$ cat src/rtl/tcap_unit.sv
module tcap_unit #(
  parameter int TW = 16,
  parameter int PW = 4
) (
  input  logic          clk,
  input  logic          rst_n,
  input  logic [TW-1:0] timer_val,
  input  logic          pin_in,
  input  logic [3:0]    mode,
  input  logic          rd_strobe,
  input  logic          clr_flag,
  output logic [TW-1:0] cap_value,
  output logic          cap_flag,
  output logic          cap_overrun
);
  localparam logic [3:0] M_FALL = 4'b0100;
  localparam logic [3:0] M_RISE = 4'b0101;
  localparam logic [3:0] M_DIV4 = 4'b0110;
  localparam logic [3:0] M_DIVN = 4'b0111;

  logic          sy1, sy2, sy_d;
  logic [PW-1:0] pcnt;
  logic          unread;
  logic          evt;

  wire act  = (mode[3:2] == 2'b01);
  wire pre  = (mode[3:1] == 3'b011);
  wire rise = sy2 & ~sy_d;
  wire fall = ~sy2 & sy_d;

  always_comb begin
    case (mode)
      M_FALL:  evt = fall;
      M_RISE:  evt = rise;
      M_DIV4:  evt = rise && (pcnt[1:0] == 2'b11);
      M_DIVN:  evt = rise && (pcnt == {PW{1'b1}});
      default: evt = 1'b0;
    endcase
  end

  always_ff @(posedge clk) begin
    if (!rst_n) begin
      sy1  <= 1'b0;
      sy2  <= 1'b0;
      sy_d <= 1'b0;
    end else begin
      sy1  <= pin_in;
      sy2  <= sy1;
      sy_d <= sy2;
    end
  end

  always_ff @(posedge clk) begin
    if (!rst_n || !act) pcnt <= '0;
    else if (pre && rise) pcnt <= pcnt + 1'b1;
  end

  always_ff @(posedge clk) begin
    if (!rst_n) begin
      cap_value   <= '0;
      cap_flag    <= 1'b0;
      cap_overrun <= 1'b0;
      unread      <= 1'b0;
    end else begin
      if (evt) cap_value <= timer_val;
      if (evt) cap_flag <= 1'b1;
      else if (clr_flag) cap_flag <= 1'b0;
      if (evt && unread && !rd_strobe) cap_overrun <= 1'b1;
      else if (clr_flag) cap_overrun <= 1'b0;
      if (evt) unread <= 1'b1;
      else if (rd_strobe) unread <= 1'b0;
    end
  end
endmodule

$ cat config.mk
export PLATFORM = sky130hd
export DESIGN_NAME = tcap_unit
export DESIGN_NICKNAME = d
export VERILOG_FILES = /design/src/rtl/tcap_unit.sv
export SDC_FILE = /design/constraint.sdc
export NUM_CORES = 1
export LEC_CHECK = 0
export ABC_CLOCK_PERIOD_IN_PS = 2000
export BUFFER_PORTS_ARGS = -buffer_cell sky130_fd_sc_hd__buf_2
export CAP_MARGIN = 20
export CORE_MARGIN = 3
export CORE_UTILIZATION = 46
export DETAILED_ROUTE_END_ITERATION = 10
export HOLD_SLACK_MARGIN = 0.02
export PLACE_DENSITY = 0.88
export SLEW_MARGIN = 20
export SYNTH_ARGS = -nofsm -noshare
export SYNTH_HDL_FRONTEND = slang
export SYNTH_SLANG_ARGS = --single-unit
$ cat constraint.sdc
create_clock -name clk -period 2 [get_ports clk]
set_input_delay 0 -clock clk [delete_from_list [all_inputs] [get_ports clk]]
set_output_delay 0 -clock clk [all_outputs]
set_load 0.01 [all_outputs]
==> Word-level counts from Yosys, hierarchy flattened <==
Index checks and enable logic that the tools add are counted.
{ "word_totals": {"register_bits": 26, "input_bits": 25, "output_inout_bits": 18, "wordCells": 39} }
{ "classes": {"add_sub_neg": 1, "n_eq_ne": 8, "muxes": 6, "bitwise": 4, "reduce_logical": 12} }
{ "ops": {"columns": ["op", "count"], "rows": [
  ["4-bit by 3-bit == test with 1-bit output (second input constant)", 4],
  ["2-bit nonzero test", 3],
  ["1-bit logical AND", 5],
  ["1-bit two-way mux", 5],
  ["4-bit by 1-bit adder with 4-bit output (second input constant)", 1],
  ["4-bit == test (second input constant)", 1],
  ["1-bit case mux with 4 select lines", 1],
  ["3-bit by 2-bit == test with 1-bit output (second input constant)", 1],
  ["1-bit zero test", 3],
  ["1-bit bitwise AND", 2],
  ["2-bit by 1-bit == test with 1-bit output (second input constant)", 1],
  ["2-bit == test (second input constant)", 1],
  ["1-bit NOT", 2],
  ["1-bit logical OR", 1]
]} }

==> Logic depth before layout (Yosys ltp) <==
{ "logic_depth": {"word_depth": 7, "ltp_mapped": 7, "mapped_depth_nobuf": 5} }

==> Worst setup path after synthesis <==
Ideal clock, no wire load.
{ "synth_path": {"path_kind": "register to register", "from": "reg sy2", "to": "reg cap_value[0]", "setup_ns": 0.119, "arrival_time_ns": 1.352, "path_slack_ns": 0.528, "path_stages_with_launch": 7, "n_path_buf": 2, "period_less_slack_ns": 1.472, "cell_sequence": "dfxtp_1 -> or3b_1 -> a211oi_2 -> a21oi_1 -> buf_6 -> buf_6 -> mux2i_1"} }
{ "synth_via": {"elab_chain_cells": 3, "elab_cells_between_ends": 6, "cone_classes": "mux (1); bitwise (3); reduce/logical (2)"} }
{ "synth_rtl": {"columns": ["element", "line", "source"], "rows": [
  ["start: declaration", "21", "logic sy1, sy2, sy_d;"],
  ["start signal: assignment", "48", "sy2 <= sy1;"],
  ["1-bit bitwise AND / 1-bit NOT (equally long branches)", "28, 29", null],
  ["1-bit logical AND (tied with other cells)", "36", "M_DIVN: evt = rise && (pcnt == {PW{1'b1}});"],
  ["1-bit case mux with 4 select lines (*)", "32", "case (mode)"],
  ["end signal: assignment", "65", "if (evt) cap_value <= timer_val;"],
  ["end: declaration", "12", "output logic [TW-1:0] cap_value,"]
]} }
Every way passes the cells marked *; elsewhere a longest branch is shown, timed or not.
A chain may end at the register's enable or synchronous reset.

==> Worst setup path after layout <==
{ "layout_path": {"from": "reg sy2", "to": "reg cap_overrun"} }
{ "layout_via": {"elab_chain_cells": 6, "elab_cells_between_ends": 10, "cone_classes": "mux (2); bitwise (3); reduce/logical (5)"} }
{ "layout_rtl": {"columns": ["element", "line", "source"], "rows": [
  ["1-bit bitwise AND / 1-bit NOT (equally long branches)", "28, 29", null],
  ["1-bit logical AND (tied with other cells)", "36", null],
  ["1-bit case mux with 4 select lines (*)", "32", null],
  ["1-bit logical AND (*) (2 in a row)", "68", "if (evt && unread && !rd_strobe) cap_overrun <= 1'b1;"],
  ["1-bit two-way mux / 2-bit nonzero test (equally long branches)", null, null],
  ["end signal: assignment", "62", "cap_overrun <= 1'b0;"],
  ["end signal: assignment", "68", null],
  ["end signal: assignment", "69", "else if (clr_flag) cap_overrun <= 1'b0;"],
  ["end: declaration", "14", "output logic cap_overrun"]
]} }
Marked as above.

==> out/qor.tcl <==
set qor(internal_power_mw) 0.693
set qor(vdd_ir_drop_max_uv) 377
set qor(netSwitchingFraction_pct) 21.6
set qor(vias) 964
set qor(wl_per_cell_um) 12.5
set qor(min-delay-path-class) {in2reg}
set qor(drv_cap) 0
set qor(timing.reg2reg.worst_path_depth) 4
set qor(path_class) {reg2reg}
set qor(initial_core_utilization_pct) 50.9
set qor(yosys.area_share.xor_xnor_pct) 1.67
set qor(clk_pin_slew_worst_paths_ns) 0.14
set qor(worst_setup_path_end_kind) {flop}
set qor(share_of_the_synthesized_area_in_compound_gates_ao_oa_aoi_oai_pct) 4.89
set qor(hp-start) {mode[2]}
set qor(setup_tns_ns) 0
set qor(final_net_count) 205
set qor(tightestPinTransition_ns) 0.711
set qor(hold_viol) 0
set qor(cts_max_level) 1
set qor(ios) 43
set qor(regToRegStartpoint) {sy2}
set qor(clock.fmax_ghz) 0.619
set qor(firstDrtPassIters) 3
set qor(final_wtd_congestion) 0.685
set qor(cts.repair.resized) 0
set qor(detailedPlacementHpwl_um) 1630
set qor(grt_setup_unrepaired) {no}
set qor(power.density_cell_area_mw_per_mm2) 571
set qor(clk_latency_ns) 0.32
set qor(post_cts_hold_buffer_count) 23
set qor(synth_nets) 139
set qor(largest_family_of_logic_cells_by_synthesized_area) {simple AND/OR/NAND/NOR gates}
set qor(antenna_violations_before_repair) 0
set qor(grt_start_max_net_pins) 28
set qor(synth_seq_area_share_pct) 49.6
set qor(place_worst_setup_slack_ns) 0.396
set qor(die_height_um) 53.8
set qor(pins_over_their_slew_limit) 0
set qor(n_antenna_cell) 0
set qor(die_area_sq_mm) 0.00289
set qor(power.net_switching_mw) 0.191
set qor(setup_violations) 0
set qor(route.detailed.vias_per_inst) 4.70
set qor(required_ns) 2.23
set qor(cts_tree) {yes}
set qor(critPathLaunchType) {flop}
set qor(post_synth_fa_ha_maj_area_fraction_pct) 1.19
set qor(status) {finished, final reports clean}
set qor(drive_gt1_share_pct) 29.2
set qor(grt.total_usage_pct) 19.9
set qor(die_width_um) 53.8
set qor(ys_types) 22
set qor(clock_sink_count) 26
set qor(worst_ep_arrival_time_ns) 1.85
set qor(fp-row-count) 16
set qor(clkPwrFrac_pct) 29.6
set qor(detailedRoute.firstIterationViolations) 7
set qor(relSlewSlack_pct) 52.5
set qor(synth_simple_gate_area_share_pct) 22.2
set qor(number_of_drc_violations_after_detailed_routing) 0
set qor(clockRootBuffer) {sky130_fd_sc_hd__clkbuf_4}
set qor(grt-ovfl-total) 0
set qor(synth.ff_latch_count) 26
set qor(period_share_pct) 80.8
set qor(antenna_nets_post_route) 0
set qor(wirelength_um) 2560
set qor(worst_clock_skew_ns) 0.00621
set qor(cts_buffers) 3
set qor(number_of_setup_buffers_added_after_cts) 0
set qor(synthCells) 113
set qor(fin_crit_ns) 1.62
set qor(setup_slack_ns) 0.384
set qor(power.share.combinational_pct) 11.1
set qor(reg2reg_setup_slack_ns) 0.38
set qor(whs_endpoint) {pcnt[0]}
set qor(seq_power_share_pct) 59.4
set qor(ys.warnings.count) 0
set qor(crit_path_max_fanout) 19
set qor(cts_buffer_depth) 2
set qor(design_area_sq_mm) 0.00155
set qor(areaGrowthSynthToFinish_pct) 47.6
set qor(placeableCoreArea_sq_mm) 0.00206
set qor(worst_hold_path.num_cells) 4
set qor(first_global_vias) 968
set qor(post_synth_mux_area_share_pct) 16.2
set qor(grt_first_pass_wirelength_um) 4100
set qor(hold_slack_ns) 0.215
set qor(mappedNetlistArea_sq_mm) 0.00105
set qor(r2r_end) {cap_overrun}
set qor(synthesis.area_per_instance_sq_um) 9.29
set qor(port_buffers) 42
set qor(detailed_place.area_sq_mm) 0.00128
set qor(power.leakage_nw) 0.787
==> per-layer routing <==
metal,vias up,wire [um],GRT usage [%]
met1,440,1030,20.8
met2,23,1400,38.1
met5,-,0,0
met4,0,10,7.66
met3,2,123,3.88
li1,499,-,-
==> power by group through the flow <==
stage,clock network (mW),registers [mW],logic [mW]
2_1_floorplan,0,0.537,0.0296
3_3_place_gp,0,0.536,0.0588
3_5_place_dp,0,0.536,0.0616
4_1_cts,0.268,0.525,0.0960
5_1_grt,0.287,0.526,0.109
6_report,0.261,0.525,0.0981
==> registers in the layout (all words and copies together), names as in the netlist <==
signal,cells
cap_value,16
unread,1
cap_flag,1
pcnt,4
sy1,1
cap_overrun,1
sy2,1
sy_d,1
==> cells in the mapped netlist <==
master	instances	share of area, %
sky130_fd_sc_hd__nor3_1	1	0.48
sky130_fd_sc_hd__clkbuf_1	4	1.4
sky130_fd_sc_hd__and2_1	3	1.8
sky130_fd_sc_hd__o32ai_1	1	0.83
sky130_fd_sc_hd__nor2_1	3	1.1
sky130_fd_sc_hd__o21ai_0	1	0.48
sky130_fd_sc_hd__ha_1	1	1.2
sky130_fd_sc_hd__a21oi_1	5	2.4
sky130_fd_sc_hd__nand3_1	1	0.48
sky130_fd_sc_hd__inv_1	2	0.72
sky130_fd_sc_hd__dfxtp_1	26	50
sky130_fd_sc_hd__nand2b_1	3	1.8
sky130_fd_sc_hd__xnor2_1	2	1.7
sky130_fd_sc_hd__nor3_2	1	0.95
sky130_fd_sc_hd__or2_2	1	0.60
sky130_fd_sc_hd__or3b_1	1	0.83
sky130_fd_sc_hd__a211oi_2	1	1.2
sky130_fd_sc_hd__mux2i_1	17	16
sky130_fd_sc_hd__or3_1	1	0.60
sky130_fd_sc_hd__nand2_1	34	12
sky130_fd_sc_hd__buf_6	2	2.1
sky130_fd_sc_hd__nand3b_1	2	1.4
==> through the flow <==
| step | instances | total power, mW | utilization, % |
|---|---|---|---|
| finish | 205 | 0.885 | 75.1 |
| global route | 205 | 0.922 | 75.1 |
| CTS | 205 | 0.889 | 75.1 |
| detailed placement | 178 | 0.598 | 62.2 |
| global placement | 178 | 0.595 | 61.8 |
| floorplan | 113 | 0.566 | - |
==> final cells by class <==
class / count / area [sq um]
timing repair buffer: 67 / 455
multi-input combinational: 79 / 495
inverter: 2 / 7.51
sequential: 26 / 520
tap: 27 / 33.8
fill: 139 / 513
clock buffer: 4 / 36.3
==> how the worst max path moves through the flow <==
| stage | startpoint | slack, ns | cells past startpoint | to |
|---|---|---|---|---|
| floorplan | sy2 | 0.53 | 6 | cap_value[0] |
| global placement | pcnt[0] | 0.10 | 5 | cap_value[14] |
| detailed placement | sy2 | 0.40 | 4 | cap_overrun |
| CTS | sy2 | 0.37 | 4 | cap_overrun |
| global route | pcnt[0] | 0.22 | 5 | cap_value[6] |
| finish | sy2 | 0.38 | 4 | cap_overrun |
==> kinds of logic (layout without fill, tap and decap cells) <==
family / after synthesis / after routing
and+or+nand+nor: 51 / 51
DFF: 26 / 26
muxes: 17 / 17
AOI/OAI and AO/OA: 8 / 8
buffers and inverters: 8 / 73
xor gates and xnor gates: 2 / 2
adders and majority gates: 1 / 1
==> worst max-delay path: stages (launching register included) <==
cell and delay (ns):
sky130_fd_sc_hd__dfxtp_1 0.36, sky130_fd_sc_hd__or3b_1 0.39, sky130_fd_sc_hd__a211oi_2 0.30, sky130_fd_sc_hd__a21oi_4 0.17
sky130_fd_sc_hd__o32ai_1 0.31
==> placed cells by master, fill, tap and decap left out <==
cell                            netlist  layout
sky130_fd_sc_hd__nand2b_1             3       3
sky130_fd_sc_hd__nor2_1               3       3
sky130_fd_sc_hd__and2_1               3       3
sky130_fd_sc_hd__nor3_2               1       1
sky130_fd_sc_hd__nor3_1               1       1
sky130_fd_sc_hd__a21oi_4              0       1
sky130_fd_sc_hd__or3_1                1       1
sky130_fd_sc_hd__dfxtp_1             26      26
sky130_fd_sc_hd__ha_1                 1       1
sky130_fd_sc_hd__mux2i_1             17      17
sky130_fd_sc_hd__dlygate4sd3_1        0      23
sky130_fd_sc_hd__a21oi_1              5       4
sky130_fd_sc_hd__buf_2                0      42
sky130_fd_sc_hd__buf_4                0       2
sky130_fd_sc_hd__clkbuf_4             0       3
sky130_fd_sc_hd__clkbuf_8             0       1
sky130_fd_sc_hd__nand3b_1             2       2
sky130_fd_sc_hd__o32ai_1              1       1
sky130_fd_sc_hd__inv_1                2       2
sky130_fd_sc_hd__nand2_1             34      34
sky130_fd_sc_hd__or3b_1               1       1
sky130_fd_sc_hd__nand3_1              1       1
sky130_fd_sc_hd__xnor2_1              2       2
sky130_fd_sc_hd__or2_2                1       1
sky130_fd_sc_hd__a211oi_2             1       1
sky130_fd_sc_hd__o21ai_0              1       1
No activity file was read; power rests on OpenSTA's default activity.
